<file path="config.mk">
export PLATFORM = sky130hd
export DESIGN_NAME = sdram_bank_guard
export DESIGN_NICKNAME = d
export VERILOG_FILES = /design/src/rtl/sbg_pkg.sv /design/src/rtl/sbg_cmd_decode.sv /design/src/rtl/sbg_rules.sv /design/src/rtl/sbg_bank_fsm.sv /design/src/rtl/sdram_bank_guard.sv
export SDC_FILE = /design/constraint.sdc
export NUM_CORES = 1
export LEC_CHECK = 0
export ABC_AREA = 1
export BUFFER_PORTS_ARGS = -buffer_cell sky130_fd_sc_hd__buf_2
export CAP_MARGIN = 20
export CELL_PAD_IN_SITES_DETAIL_PLACEMENT = 2
export CELL_PAD_IN_SITES_GLOBAL_PLACEMENT = 2
export CORE_MARGIN = 3
export CORE_UTILIZATION = 35
export CTS_CLUSTER_DIAMETER = 30
export DETAILED_ROUTE_END_ITERATION = 7
export HOLD_SLACK_MARGIN = 0.05
export PLACE_DENSITY = 0.84
export SETUP_SLACK_MARGIN = 0.5
export SYNTH_ARGS = -nofsm -noshare
export SYNTH_HDL_FRONTEND = slang
export SYNTH_SLANG_ARGS = --single-unit
</file>
<file path="constraint.sdc">
create_clock -name clk -period 3.4 [get_ports clk]
set_clock_uncertainty 0.05 [all_clocks]
set_input_delay 0 -clock clk [delete_from_list [all_inputs] [get_ports clk]]
set_output_delay 0 -clock clk [all_outputs]
set_load 0.01 [all_outputs]
</file>
<file path="src/rtl/sbg_pkg.sv">
`timescale 1ns/1ps
package sbg_pkg;

  typedef enum logic [3:0] {
    CMD_DES, CMD_NOP, CMD_MRS, CMD_REF, CMD_PRE,
    CMD_ACT, CMD_WR, CMD_RD, CMD_BST
  } cmd_e;

  typedef enum logic [2:0] {
    ST_IDLE     = 3'd0,
    ST_ACTIVE   = 3'd1,
    ST_WRITE    = 3'd2,
    ST_READ     = 3'd3,
    ST_WRITE_AP = 3'd4,
    ST_READ_AP  = 3'd5,
    ST_PRECH    = 3'd6
  } bank_st_e;

  typedef enum logic [3:0] {
    AC_NONE       = 4'd0,
    AC_ACTIVATE   = 4'd1,
    AC_WRITE      = 4'd2,
    AC_WRITE_AP   = 4'd3,
    AC_READ       = 4'd4,
    AC_READ_AP    = 4'd5,
    AC_PRECHARGE  = 4'd6,
    AC_TERMINATE  = 4'd7,
    AC_MODE_SET   = 4'd8,
    AC_AUTO_REF   = 4'd9,
    AC_SELF_REF   = 4'd10,
    AC_POWER_DOWN = 4'd11,
    AC_REJECT     = 4'd15
  } action_e;

  function automatic logic is_plain_burst(bank_st_e s);
    return (s == ST_WRITE) || (s == ST_READ);
  endfunction

  function automatic logic is_ap_burst(bank_st_e s);
    return (s == ST_WRITE_AP) || (s == ST_READ_AP);
  endfunction

  // Row open and not locked by an auto-precharge burst
  function automatic logic is_row_open(bank_st_e s);
    return (s == ST_ACTIVE) || is_plain_burst(s);
  endfunction

  function automatic int max3(int a, int b, int c);
    int m;
    m = (a > b) ? a : b;
    return (m > c) ? m : c;
  endfunction

endpackage

</file>
<file path="src/rtl/sbg_cmd_decode.sv">
`timescale 1ns/1ps
module sbg_cmd_decode
  import sbg_pkg::*;
(
  input  logic cs_n,
  input  logic ras_n,
  input  logic cas_n,
  input  logic we_n,
  output cmd_e cmd
);
  always_comb begin
    if (cs_n) begin
      cmd = CMD_DES;
    end else begin
      unique case ({ras_n, cas_n, we_n})
        3'b000:  cmd = CMD_MRS;
        3'b001:  cmd = CMD_REF;
        3'b010:  cmd = CMD_PRE;
        3'b011:  cmd = CMD_ACT;
        3'b100:  cmd = CMD_WR;
        3'b101:  cmd = CMD_RD;
        3'b110:  cmd = CMD_BST;
        default: cmd = CMD_NOP;
      endcase
    end
  end
endmodule

</file>
<file path="src/rtl/sbg_rules.sv">
`timescale 1ns/1ps
module sbg_rules
  import sbg_pkg::*;
(
  input  cmd_e     cmd,
  input  bank_st_e st,
  input  logic     all_idle,
  input  logic     cke,
  input  logic     a10,
  input  logic     trcd_ok,
  input  logic     tras_ok,
  input  logic     trrd_ok,
  output logic     legal,
  output action_e  act
);
  action_e act_raw;

  always_comb begin
    legal   = 1'b1;
    act_raw = AC_NONE;
    unique case (cmd)
      CMD_DES: act_raw = AC_NONE;
      CMD_NOP: act_raw = cke ? AC_NONE : AC_POWER_DOWN;
      CMD_MRS: begin
        legal   = all_idle;
        act_raw = AC_MODE_SET;
      end
      CMD_REF: begin
        legal   = all_idle;
        act_raw = cke ? AC_AUTO_REF : AC_SELF_REF;
      end
      CMD_ACT: begin
        legal   = (st == ST_IDLE) && trrd_ok;
        act_raw = AC_ACTIVATE;
      end
      CMD_WR: begin
        legal   = is_row_open(st) && trcd_ok;
        act_raw = a10 ? AC_WRITE_AP : AC_WRITE;
      end
      CMD_RD: begin
        legal   = is_row_open(st) && trcd_ok;
        act_raw = a10 ? AC_READ_AP : AC_READ;
      end
      CMD_PRE: begin
        if (is_ap_burst(st)) begin
          legal = 1'b0;
        end else if (is_row_open(st)) begin
          legal   = tras_ok;
          act_raw = AC_PRECHARGE;
        end
      end
      CMD_BST: begin
        if (is_ap_burst(st)) legal = 1'b0;
        else if (is_plain_burst(st)) act_raw = AC_TERMINATE;
      end
      default: act_raw = AC_NONE;
    endcase
    act = legal ? act_raw : AC_REJECT;
  end
endmodule

</file>
<file path="src/rtl/sbg_bank_fsm.sv">
`timescale 1ns/1ps
module sbg_bank_fsm
  import sbg_pkg::*;
#(
  parameter int TRCD      = 2,
  parameter int TRAS      = 5,
  parameter int TRP       = 3,
  parameter int BURST_LEN = 4,
  parameter int CNT_W     = 4
) (
  input  logic     clk,
  input  logic     rst_n,
  input  logic     go,
  input  cmd_e     cmd,
  input  logic     a10,
  output bank_st_e state,
  output logic     trcd_ok,
  output logic     tras_ok
);
  localparam int AGE_MAX = (TRCD > TRAS) ? TRCD : TRAS;

  bank_st_e        state_q;
  logic [CNT_W-1:0] age_q;
  logic [CNT_W-1:0] cnt_q;
  logic            cnt_last;

  assign state    = state_q;
  assign trcd_ok  = age_q >= CNT_W'(TRCD);
  assign tras_ok  = age_q >= CNT_W'(TRAS);
  assign cnt_last = cnt_q <= CNT_W'(1);

  // Cycles since the last activate, saturating
  always_ff @(posedge clk) begin
    if (!rst_n) begin
      age_q <= '0;
    end else if (go && cmd == CMD_ACT) begin
      age_q <= CNT_W'(1);
    end else if (age_q < CNT_W'(AGE_MAX)) begin
      age_q <= age_q + CNT_W'(1);
    end
  end

  always_ff @(posedge clk) begin
    if (!rst_n) begin
      state_q <= ST_IDLE;
      cnt_q   <= '0;
    end else if (go) begin
      unique case (cmd)
        CMD_ACT: state_q <= ST_ACTIVE;
        CMD_WR: begin
          state_q <= a10 ? ST_WRITE_AP : ST_WRITE;
          cnt_q   <= CNT_W'(BURST_LEN);
        end
        CMD_RD: begin
          state_q <= a10 ? ST_READ_AP : ST_READ;
          cnt_q   <= CNT_W'(BURST_LEN);
        end
        CMD_PRE: begin
          if (is_row_open(state_q)) begin
            state_q <= ST_PRECH;
            cnt_q   <= CNT_W'(TRP);
          end
        end
        CMD_BST: begin
          if (is_plain_burst(state_q)) state_q <= ST_ACTIVE;
        end
        default: state_q <= state_q;
      endcase
    end else begin
      unique case (state_q)
        ST_WRITE, ST_READ: begin
          if (cnt_last) state_q <= ST_ACTIVE;
          else          cnt_q   <= cnt_q - CNT_W'(1);
        end
        ST_WRITE_AP, ST_READ_AP: begin
          if (cnt_last) begin
            state_q <= ST_PRECH;
            cnt_q   <= CNT_W'(TRP);
          end else begin
            cnt_q <= cnt_q - CNT_W'(1);
          end
        end
        ST_PRECH: begin
          if (cnt_last) state_q <= ST_IDLE;
          else          cnt_q   <= cnt_q - CNT_W'(1);
        end
        default: state_q <= state_q;
      endcase
    end
  end


  prech_exit_chk: assert property (@(posedge clk) disable iff (!rst_n)
    ($past(state_q) == ST_PRECH && state_q != ST_PRECH) |-> state_q == ST_IDLE);


  trcd_met_chk: assert property (@(posedge clk) disable iff (!rst_n)
    (go && (cmd == CMD_RD || cmd == CMD_WR)) |-> age_q >= CNT_W'(TRCD));


  ap_locked_chk: assert property (@(posedge clk) disable iff (!rst_n)
    is_ap_burst(state_q) |-> !go);

endmodule

</file>
<file path="src/rtl/sdram_bank_guard.sv">
`timescale 1ns/1ps
module sdram_bank_guard
  import sbg_pkg::*;
#(
  parameter int BA_W      = 2,
  parameter int TRCD      = 2,
  parameter int TRAS      = 5,
  parameter int TRRD      = 2,
  parameter int TRP       = 3,
  parameter int BURST_LEN = 4
) (
  input  logic                    clk,
  input  logic                    rst_n,
  input  logic                    cke,
  input  logic                    cs_n,
  input  logic                    ras_n,
  input  logic                    cas_n,
  input  logic                    we_n,
  input  logic [BA_W-1:0]         ba,
  input  logic                    a10,
  output logic                    illegal,
  output logic [3:0]              action,
  output logic [3*(1<<BA_W)-1:0]  bank_state
);
  localparam int NBANKS  = 1 << BA_W;
  localparam int CNT_W   = $clog2(max3(max3(TRCD, TRAS, TRRD), TRP, BURST_LEN) + 2);
  localparam int GAP_MAX = (TRRD < 1) ? 1 : TRRD;

  cmd_e             cmd;
  bank_st_e         st [NBANKS];
  logic [NBANKS-1:0] trcd_ok_b, tras_ok_b, go_b, idle_b;
  logic             legal;
  action_e          act;
  logic             all_idle;
  logic             act_go;
  logic [CNT_W-1:0] gap_q;
  logic             trrd_ok;

  sbg_cmd_decode u_dec (
    .cs_n(cs_n), .ras_n(ras_n), .cas_n(cas_n), .we_n(we_n), .cmd(cmd)
  );

  for (genvar i = 0; i < NBANKS; i++) begin : g_bank
    assign go_b[i] = legal && (ba == BA_W'(i)) &&
                     (cmd inside {CMD_ACT, CMD_WR, CMD_RD, CMD_PRE, CMD_BST});
    assign idle_b[i] = (st[i] == ST_IDLE);
    assign bank_state[3*i +: 3] = st[i];

    sbg_bank_fsm #(
      .TRCD(TRCD), .TRAS(TRAS), .TRP(TRP), .BURST_LEN(BURST_LEN), .CNT_W(CNT_W)
    ) u_fsm (
      .clk(clk), .rst_n(rst_n), .go(go_b[i]), .cmd(cmd), .a10(a10),
      .state(st[i]), .trcd_ok(trcd_ok_b[i]), .tras_ok(tras_ok_b[i])
    );
  end

  assign all_idle = &idle_b;

  // Spacing since the most recent accepted activate to any bank
  assign act_go  = legal && (cmd == CMD_ACT);
  assign trrd_ok = gap_q >= CNT_W'(TRRD);

  always_ff @(posedge clk) begin
    if (!rst_n) begin
      gap_q <= CNT_W'(GAP_MAX);
    end else if (act_go) begin
      gap_q <= CNT_W'(1);
    end else if (gap_q < CNT_W'(GAP_MAX)) begin
      gap_q <= gap_q + CNT_W'(1);
    end
  end

  sbg_rules u_rules (
    .cmd(cmd), .st(st[ba]), .all_idle(all_idle), .cke(cke), .a10(a10),
    .trcd_ok(trcd_ok_b[ba]), .tras_ok(tras_ok_b[ba]), .trrd_ok(trrd_ok),
    .legal(legal), .act(act)
  );

  assign illegal = !legal;
  assign action  = act;


  trrd_met_chk: assert property (@(posedge clk) disable iff (!rst_n)
    act_go |-> gap_q >= CNT_W'(TRRD));


  mode_idle_chk: assert property (@(posedge clk) disable iff (!rst_n)
    (action == AC_MODE_SET) |-> all_idle);


  reject_code_chk: assert property (@(posedge clk) disable iff (!rst_n)
    illegal |-> (action == AC_REJECT && go_b == '0));

endmodule

</file>
Word-level counts from Yosys, hierarchy flattened
Cells that the tools add are included.
{"block": "totals", "regBits": 39, "out_inout_bits": 17}
{"block": "classes", "add_sub_neg": 9, "magnitude_cmp": 20, "eq_ne": 78, "muxes": 91, "bitwise": 2, "reduce_logical": 76}
{"op": "$mux 3", "n": 46}
{"op": "$pmux 3 s5", "n": 4}
{"op": "$eq 3x3->1 const B", "n": 17}
{"op": "$pmux 3 s2", "n": 8}
{"op": "$eq 3x2->1 const B", "n": 12}
{"op": "$ne 3x1->1 const B", "n": 12}
{"op": "$ne 3x3->1 const B", "n": 12}
{"op": "$pmux 3 s3", "n": 4}
{"op": "$pmux 4 s8", "n": 1}
{"op": "$reduce_or 2->1", "n": 15}
{"op": "$pmux 4 s7", "n": 1}
{"op": "$reduce_and 7->1", "n": 4}
{"op": "$ne 6x6->1 const B", "n": 4}
{"op": "$mux 4", "n": 5}
{"op": "$reduce_and 4->1", "n": 5}
{"op": "$eq 3x1->1 const B", "n": 6}
{"op": "$logic_not 3->1", "n": 6}
{"op": "$eq 4x3->1 const B", "n": 4}
{"op": "$reduce_bool 4->1", "n": 4}
{"op": "$add 3x1->3 const B", "n": 5}
{"op": "$ge 3x2->1 const B", "n": 5}
{"op": "$ge 3x3->1 const B", "n": 5}
{"op": "$logic_and 1x1->1", "n": 15}
{"op": "$mux 1", "n": 15}
{"op": "24 further kinds", "n": 61}

Longest topological paths before layout
{"block": "depth", "depth_word": 14, "depth_mapped": 17, "mapped_depth_nobuf": 16}

By module
From an unflattened synthesis, not the netlist that was laid out.
{"block": "hier_totals", "cells_unflattened": 683, "hier_area_um2": 4063.9}
{"module": "sbg_bank_fsm at g_bank[0].u_fsm ...", "instances": 3, "cells_per_inst": 136, "area_each_um2": 830.8}
{"module": "sbg_bank_fsm at g_bank[3].u_fsm", "instances": 1, "cells_per_inst": 128, "area_each_um2": 852.1}
{"module": "sdram_bank_guard", "instances": 1, "cells_per_inst": 77, "area_each_um2": 409.1}
{"module": "sbg_rules", "instances": 1, "cells_per_inst": 60, "area_each_um2": 272.8}
{"module": "sbg_cmd_decode", "instances": 1, "cells_per_inst": 10, "area_each_um2": 37.5}

Worst setup path before layout
OpenSTA, ideal clock, no wires.
{"block": "synth_timing", "path_kind": "reg2reg", "from": "register g_bank[0].u_fsm.age_q[1]", "to": "register g_bank[3].u_fsm.state_q[1]", "setup_ps": 113, "arrival_time_ps": 1627, "setup_slack_ps": 1610, "path_stages_with_launch": 15, "n_path_buf": 1, "synth_period_minus_slack_ps": 1790, "path_cell_list": "dfxtp_1 > inv_1 > ha_1 > nand3b_1 > nand2_1 > nand2_1 > nor2_1 > nand3_1 > nand3_1 > nand3_4 > buf_6 > o211ai_2 > nand2_2 > nor2_1 > nor2_1"}
{"block": "synth_between", "elab_chain_len": 10, "word_cells_on_any_way": 21, "cone_classes": "order compare: 2; eq/ne: 6; mux: 8; reduce/logical: 5"}
{"item": "start: declaration", "line": "sbg_bank_fsm.sv:23", "rtl": "logic [CNT_W-1:0] age_q;"}
{"item": "start signal: assignment", "line": "sbg_bank_fsm.sv:39", "rtl": "age_q <= age_q + CNT_W'(1);"}
{"item": "$ge 3x3->1", "line": "sbg_bank_fsm.sv:29", "rtl": "assign tras_ok = age_q >= CNT_W'(TRAS);"}
{"item": "$bmux 1 s2", "line": "sdram_bank_guard.sv:75", "rtl": ".trcd_ok(trcd_ok_b[ba]), .tras_ok(tras_ok_b[ba]), .trrd_ok(trrd_ok),"}
{"item": "$mux 1 (not written as such)", "line": "sdram_bank_guard.sv:75"}
{"item": "$mux 1", "line": "sbg_rules.sv:47", "rtl": "end else if (is_row_open(st)) begin"}
{"item": "$mux 1", "line": "sbg_rules.sv:45", "rtl": "if (is_ap_burst(st)) begin"}
{"item": "$pmux 1 s5 (*)", "line": "sbg_rules.sv:21", "rtl": "unique case (cmd)"}
{"item": "$logic_and 1x1->1 (*) (2 in a row)", "line": "sdram_bank_guard.sv:44", "rtl": "assign go_b[i] = legal && (ba == BA_W'(i)) &&"}
{"item": "$ne 6x6->1 (no source line), or another cell as far along"}
{"item": "$reduce_and 7->1 (no source line)"}
{"item": "end signal: assignment", "line": "sbg_bank_fsm.sv:55", "rtl": "state_q <= a10 ? ST_READ_AP : ST_READ;"}
{"item": "end signal: assignment", "line": "sbg_bank_fsm.sv:67", "rtl": "default: state_q <= state_q;"}
{"item": "end signal: assignment", "line": "sbg_bank_fsm.sv:87", "rtl": "default: state_q <= state_q;"}
{"item": "end: declaration", "line": "sbg_bank_fsm.sv:22", "rtl": "bank_st_e state_q;"}
Every way passes the cells marked *; elsewhere a longest branch is shown, timed or not. The select of a mux whose other input is x is not followed.
A chain may end at the register's enable or synchronous reset.

Worst setup path after layout
{"block": "layout_timing", "from": "register g_bank[0].u_fsm.age_q[1]", "to": "register g_bank[0].u_fsm.state_q[0]"}
{"block": "layout_between", "elab_chain_len": 10, "word_cells_on_any_way": 21, "cone_classes": "order compare: 2; eq/ne: 6; mux: 8; reduce/logical: 5"}
{"item": "$ge 3x3->1", "line": "sbg_bank_fsm.sv:29"}
{"item": "$bmux 1 s2", "line": "sdram_bank_guard.sv:75"}
{"item": "$mux 1 (not written as such)", "line": "sdram_bank_guard.sv:75"}
{"item": "$mux 1", "line": "sbg_rules.sv:47"}
{"item": "$mux 1", "line": "sbg_rules.sv:45"}
{"item": "$pmux 1 s5 (*)", "line": "sbg_rules.sv:21"}
{"item": "$logic_and 1x1->1 (*) (2 in a row)", "line": "sdram_bank_guard.sv:44"}
{"item": "$ne 6x6->1 (no source line), or another cell as far along"}
{"item": "$reduce_and 7->1 (no source line)"}
{"item": "end signal: assignment", "line": "sbg_bank_fsm.sv:55"}
{"item": "end signal: assignment", "line": "sbg_bank_fsm.sv:67"}
{"item": "end signal: assignment", "line": "sbg_bank_fsm.sv:87"}
{"item": "end: declaration", "line": "sbg_bank_fsm.sv:22"}
Marked as above.

==> results.md <==
- GRT Total Usage: 22.56%
- Area growth, synth to finish: 9.127%
- Fraction of layout cells with a size suffix above 1: 11.71%
- Tightest Pin Transition: 0.7970 ns
- Clock tree sinks: 39
- Inserted Clock Buffers: 5
- Diode count: 0
- Hpwl dp: 9267 um
- Effective utilization at floorplan: 36.54%
- Fmax: 400.2 MHz
- Min cycle time layout: 2.499 ns
- Startpoint Class: register
- Synth Net Count: 610
- Pwr/cell area: 686.1 nW/um2
- Reg-to-reg endpoint: g_bank[0].u_fsm.state[0]$_SDFFE_PN0P_
- Max cap viols: 0
- Metal-1 WL: 5344 um
- Crit path max fanout: 24
- Cell Rows: 35
- Worst path slowest cell: dfxtp_1
- DRC errors left: 0
- Total negative slack: 0 ns
- Initial antenna violation count: 0
- Total number of vias: 3734
- Nets: 635
- Die Wd: 105.2 um
- Final period util: 73.50%
- Most frequent cells in the layout: 176 x nand2_1, 90 x nor2_1, 77 x inv_1
- Crit path to: g_bank[0].u_fsm.state[0]$_SDFFE_PN0P_
- CP Class: reg -> reg
- Antenna-violating nets left: 0
- Post-CTS Resized: 0
- Max layer used: met4
- Hold-fix buffers, CTS: 0
- Vias in the first global route: 4030
- IO Port Bufs: 26
- Drt total wl: 11880 um
- CTS tree: built
- Root buffer cell: clkbuf_8
- I/O pin count: 27
- Fillers: 1242
- Cell variety after synth: 38
- Hold Crit Class: in -> reg
- Worst-path clk slew: 0.09 ns
- Final hold violations: 0
- Gate Count Post-Synth: 572
- Initial DRC Count: 98
- Leakage dissipation: 1.967 nW
- Dpl cell area: 3674 um2
- CP required: 3.56 ns
- Crit-path max cell delay: 0.40 ns
- Power Total: 0.002576 W
- Max Transition Viols Final: 0
- CTS H-tree lvls: 2
- Crit path buffers/inverters: 2
- CP Capture Type: register
- Clk_lat worst skew: 0.30 ns
- CP delay by family, top: simple AND/OR/NAND/NOR gates
- Status: finished, final reports clean
- Synth warnings: 0
- R2r setup slk: 0.90 ns
- Commonest non-fill, non-tap cell in the layout: nand2_1
- GPL Wtd Cong: 0.8511
- Vias per inst: 5.136
- Critical Path Stages: 15
- First-pass GRT wire length: 20300 um
- Design Area, Final: 3755 um2
- R2r worst-path depth: 15
- Netlist Area Pre-Place: 3441 um2
- R2R Path Start: g_bank[0].u_fsm.age_q[1]$_SDFFE_PP0P_
- CP cell instances: inv_1 -> ha_1 -> nand3b_1 -> nand2_1 -> nand2_1 -> nor2_1 -> nand3_1 -> nand3_1 -> nand3_4 -> nand2_2 -> inv_1 -> nand2_1 -> o21ai_0 -> nor2_1 -> nor2_1
- Routed wl met3: 247 um
- Die area: 11060 um2
- Synth Area per Inst: 6.015 um2
- Clock Tree Buf Depth: 2
- Met2 WL: 6044 um
- DR pass1 iterations: 4
- Slew Limit Headroom: 46.31%
- Final setup violation count: 0
- Critical path arrival: 2.65 ns
- Largest net degree at the start of global routing: 27
- Gr ovfl total: 0
- Die H: 105.2 um
- Placeable Area: 9415 um2
- Synth Register Bits: 39
- Worst hold slack: 0.1169 ns
- Peak supply drop: 0.2968 mV
- Critical path origin: g_bank[0].u_fsm.age_q[1]$_SDFFE_PP0P_
- Post-CTS setup buffer count: 0
- RSZ-0062 raised after global routing: false
- Post-DR wirelength/cell: 16.35 um
- Post-synthesis sequential area ratio: 22.69%
metrics by stage:
step | util [%] | instances | setup WS (ns)
floorplan | - | 572 | 1.610
global placement | 39.02 | 719 | 1.064
detailed placement | 39.02 | 719 | 0.9313
CTS | 39.88 | 727 | 0.8763
global route | 39.88 | 727 | 0.6377
finish | 39.88 | 727 | 0.9011
worst min path at each step:
| stage | slack [ns] | depth (start not counted) | to | start |
|---|---|---|---|---|
| 4_1_cts | 0.14 | 2 | gap_q[1]$_SDFFE_PN1P_ | rst_n |
| 3_5_place_dp | 0.33 | 3 | action[1] | cke |
| 2_1_floorplan | 0.09 | 2 | action[2] | ras_n |
| 3_3_place_gp | 0.33 | 3 | action[1] | cke |
| 6_report | 0.12 | 2 | gap_q[1]$_SDFFE_PN1P_ | rst_n |
| 5_1_grt | 0.16 | 2 | gap_q[1]$_SDFFE_PN1P_ | rst_n |
cells in the mapped netlist:
library cell | n | share of area, %
o211ai_2 | 7 | 2.5
dfxtp_1 | 39 | 23
inv_4 | 1 | 0.18
nor3_2 | 1 | 0.29
nand2_2 | 14 | 2.5
nor4_1 | 2 | 0.36
nor2_1 | 90 | 9.8
a31oi_1 | 5 | 0.91
a21oi_1 | 25 | 3.6
nor2_2 | 4 | 0.73
buf_4 | 1 | 0.22
o21ai_1 | 2 | 0.29
clkbuf_1 | 3 | 0.33
inv_1 | 77 | 8.4
a311oi_1 | 3 | 0.76
o211ai_1 | 1 | 0.22
a211oi_1 | 1 | 0.22
o2111ai_1 | 1 | 0.25
or2_2 | 4 | 0.73
clkinv_1 | 1 | 0.11
nand3b_1 | 1 | 0.22
nor3_4 | 1 | 0.47
nor3_1 | 7 | 1.0
nand2_1 | 176 | 19
xnor2_1 | 6 | 1.5
nand3_2 | 1 | 0.29
nand3_4 | 1 | 0.51
nor2_4 | 1 | 0.33
buf_2 | 2 | 0.29
buf_6 | 2 | 0.65
ha_1 | 28 | 10
o22ai_1 | 4 | 0.73
inv_2 | 2 | 0.22
nand3_1 | 24 | 3.5
o21bai_1 | 1 | 0.22
buf_8 | 1 | 0.44
xor2_1 | 3 | 0.76
o21ai_0 | 29 | 4.2
state kept, by name, indices dropped and copies added (netlist names):
name                count
g_bank.u_fsm.age_q     12
g_bank.u_fsm.state     12
gap_q                   3
g_bank.u_fsm.cnt_q     12
where the power goes:
group	internal, W	leakage, nW	switching (W)
logic	0.000532	1.60	0.000942
clock network	0.000145	0.0422	0.000190
registers	0.000604	0.322	0.000164
routing by layer:
layer	global-route usage, %	vias up
met2	41.98	35
met3	2.224	19
met1	27.46	1836
met5	0	-
met4	5.904	0
li1	-	1844
final cells by class:
cell class              instances  area (um2)  area share (%)
clock buffers                   7       76.32           2.033
clock inverters                 1       5.005          0.1333
inverters                      81       306.5           8.164
multi-input cells             443        2287           60.91
flip-flops and latches         39       780.7           20.79
well taps                     129       161.4           4.299
repair buffers                 27       137.6           3.665
cell families (layout without fill, tap and decap cells):
| kind of cell | after synthesis | after routing | synth area share, % |
|---|---|---|---|
| buffers and inverters | 90 | 116 | 10.84 |
| DFF | 39 | 39 | 22.69 |
| and+or+nand+nor | 327 | 327 | 40.00 |
| AOI/OAI and AO/OA | 79 | 79 | 14.00 |
| xor gates and xnor gates | 9 | 9 | 2.291 |
| adders and majority gates | 28 | 28 | 10.18 |
Note: power is estimated with default switching activity, not from simulation.
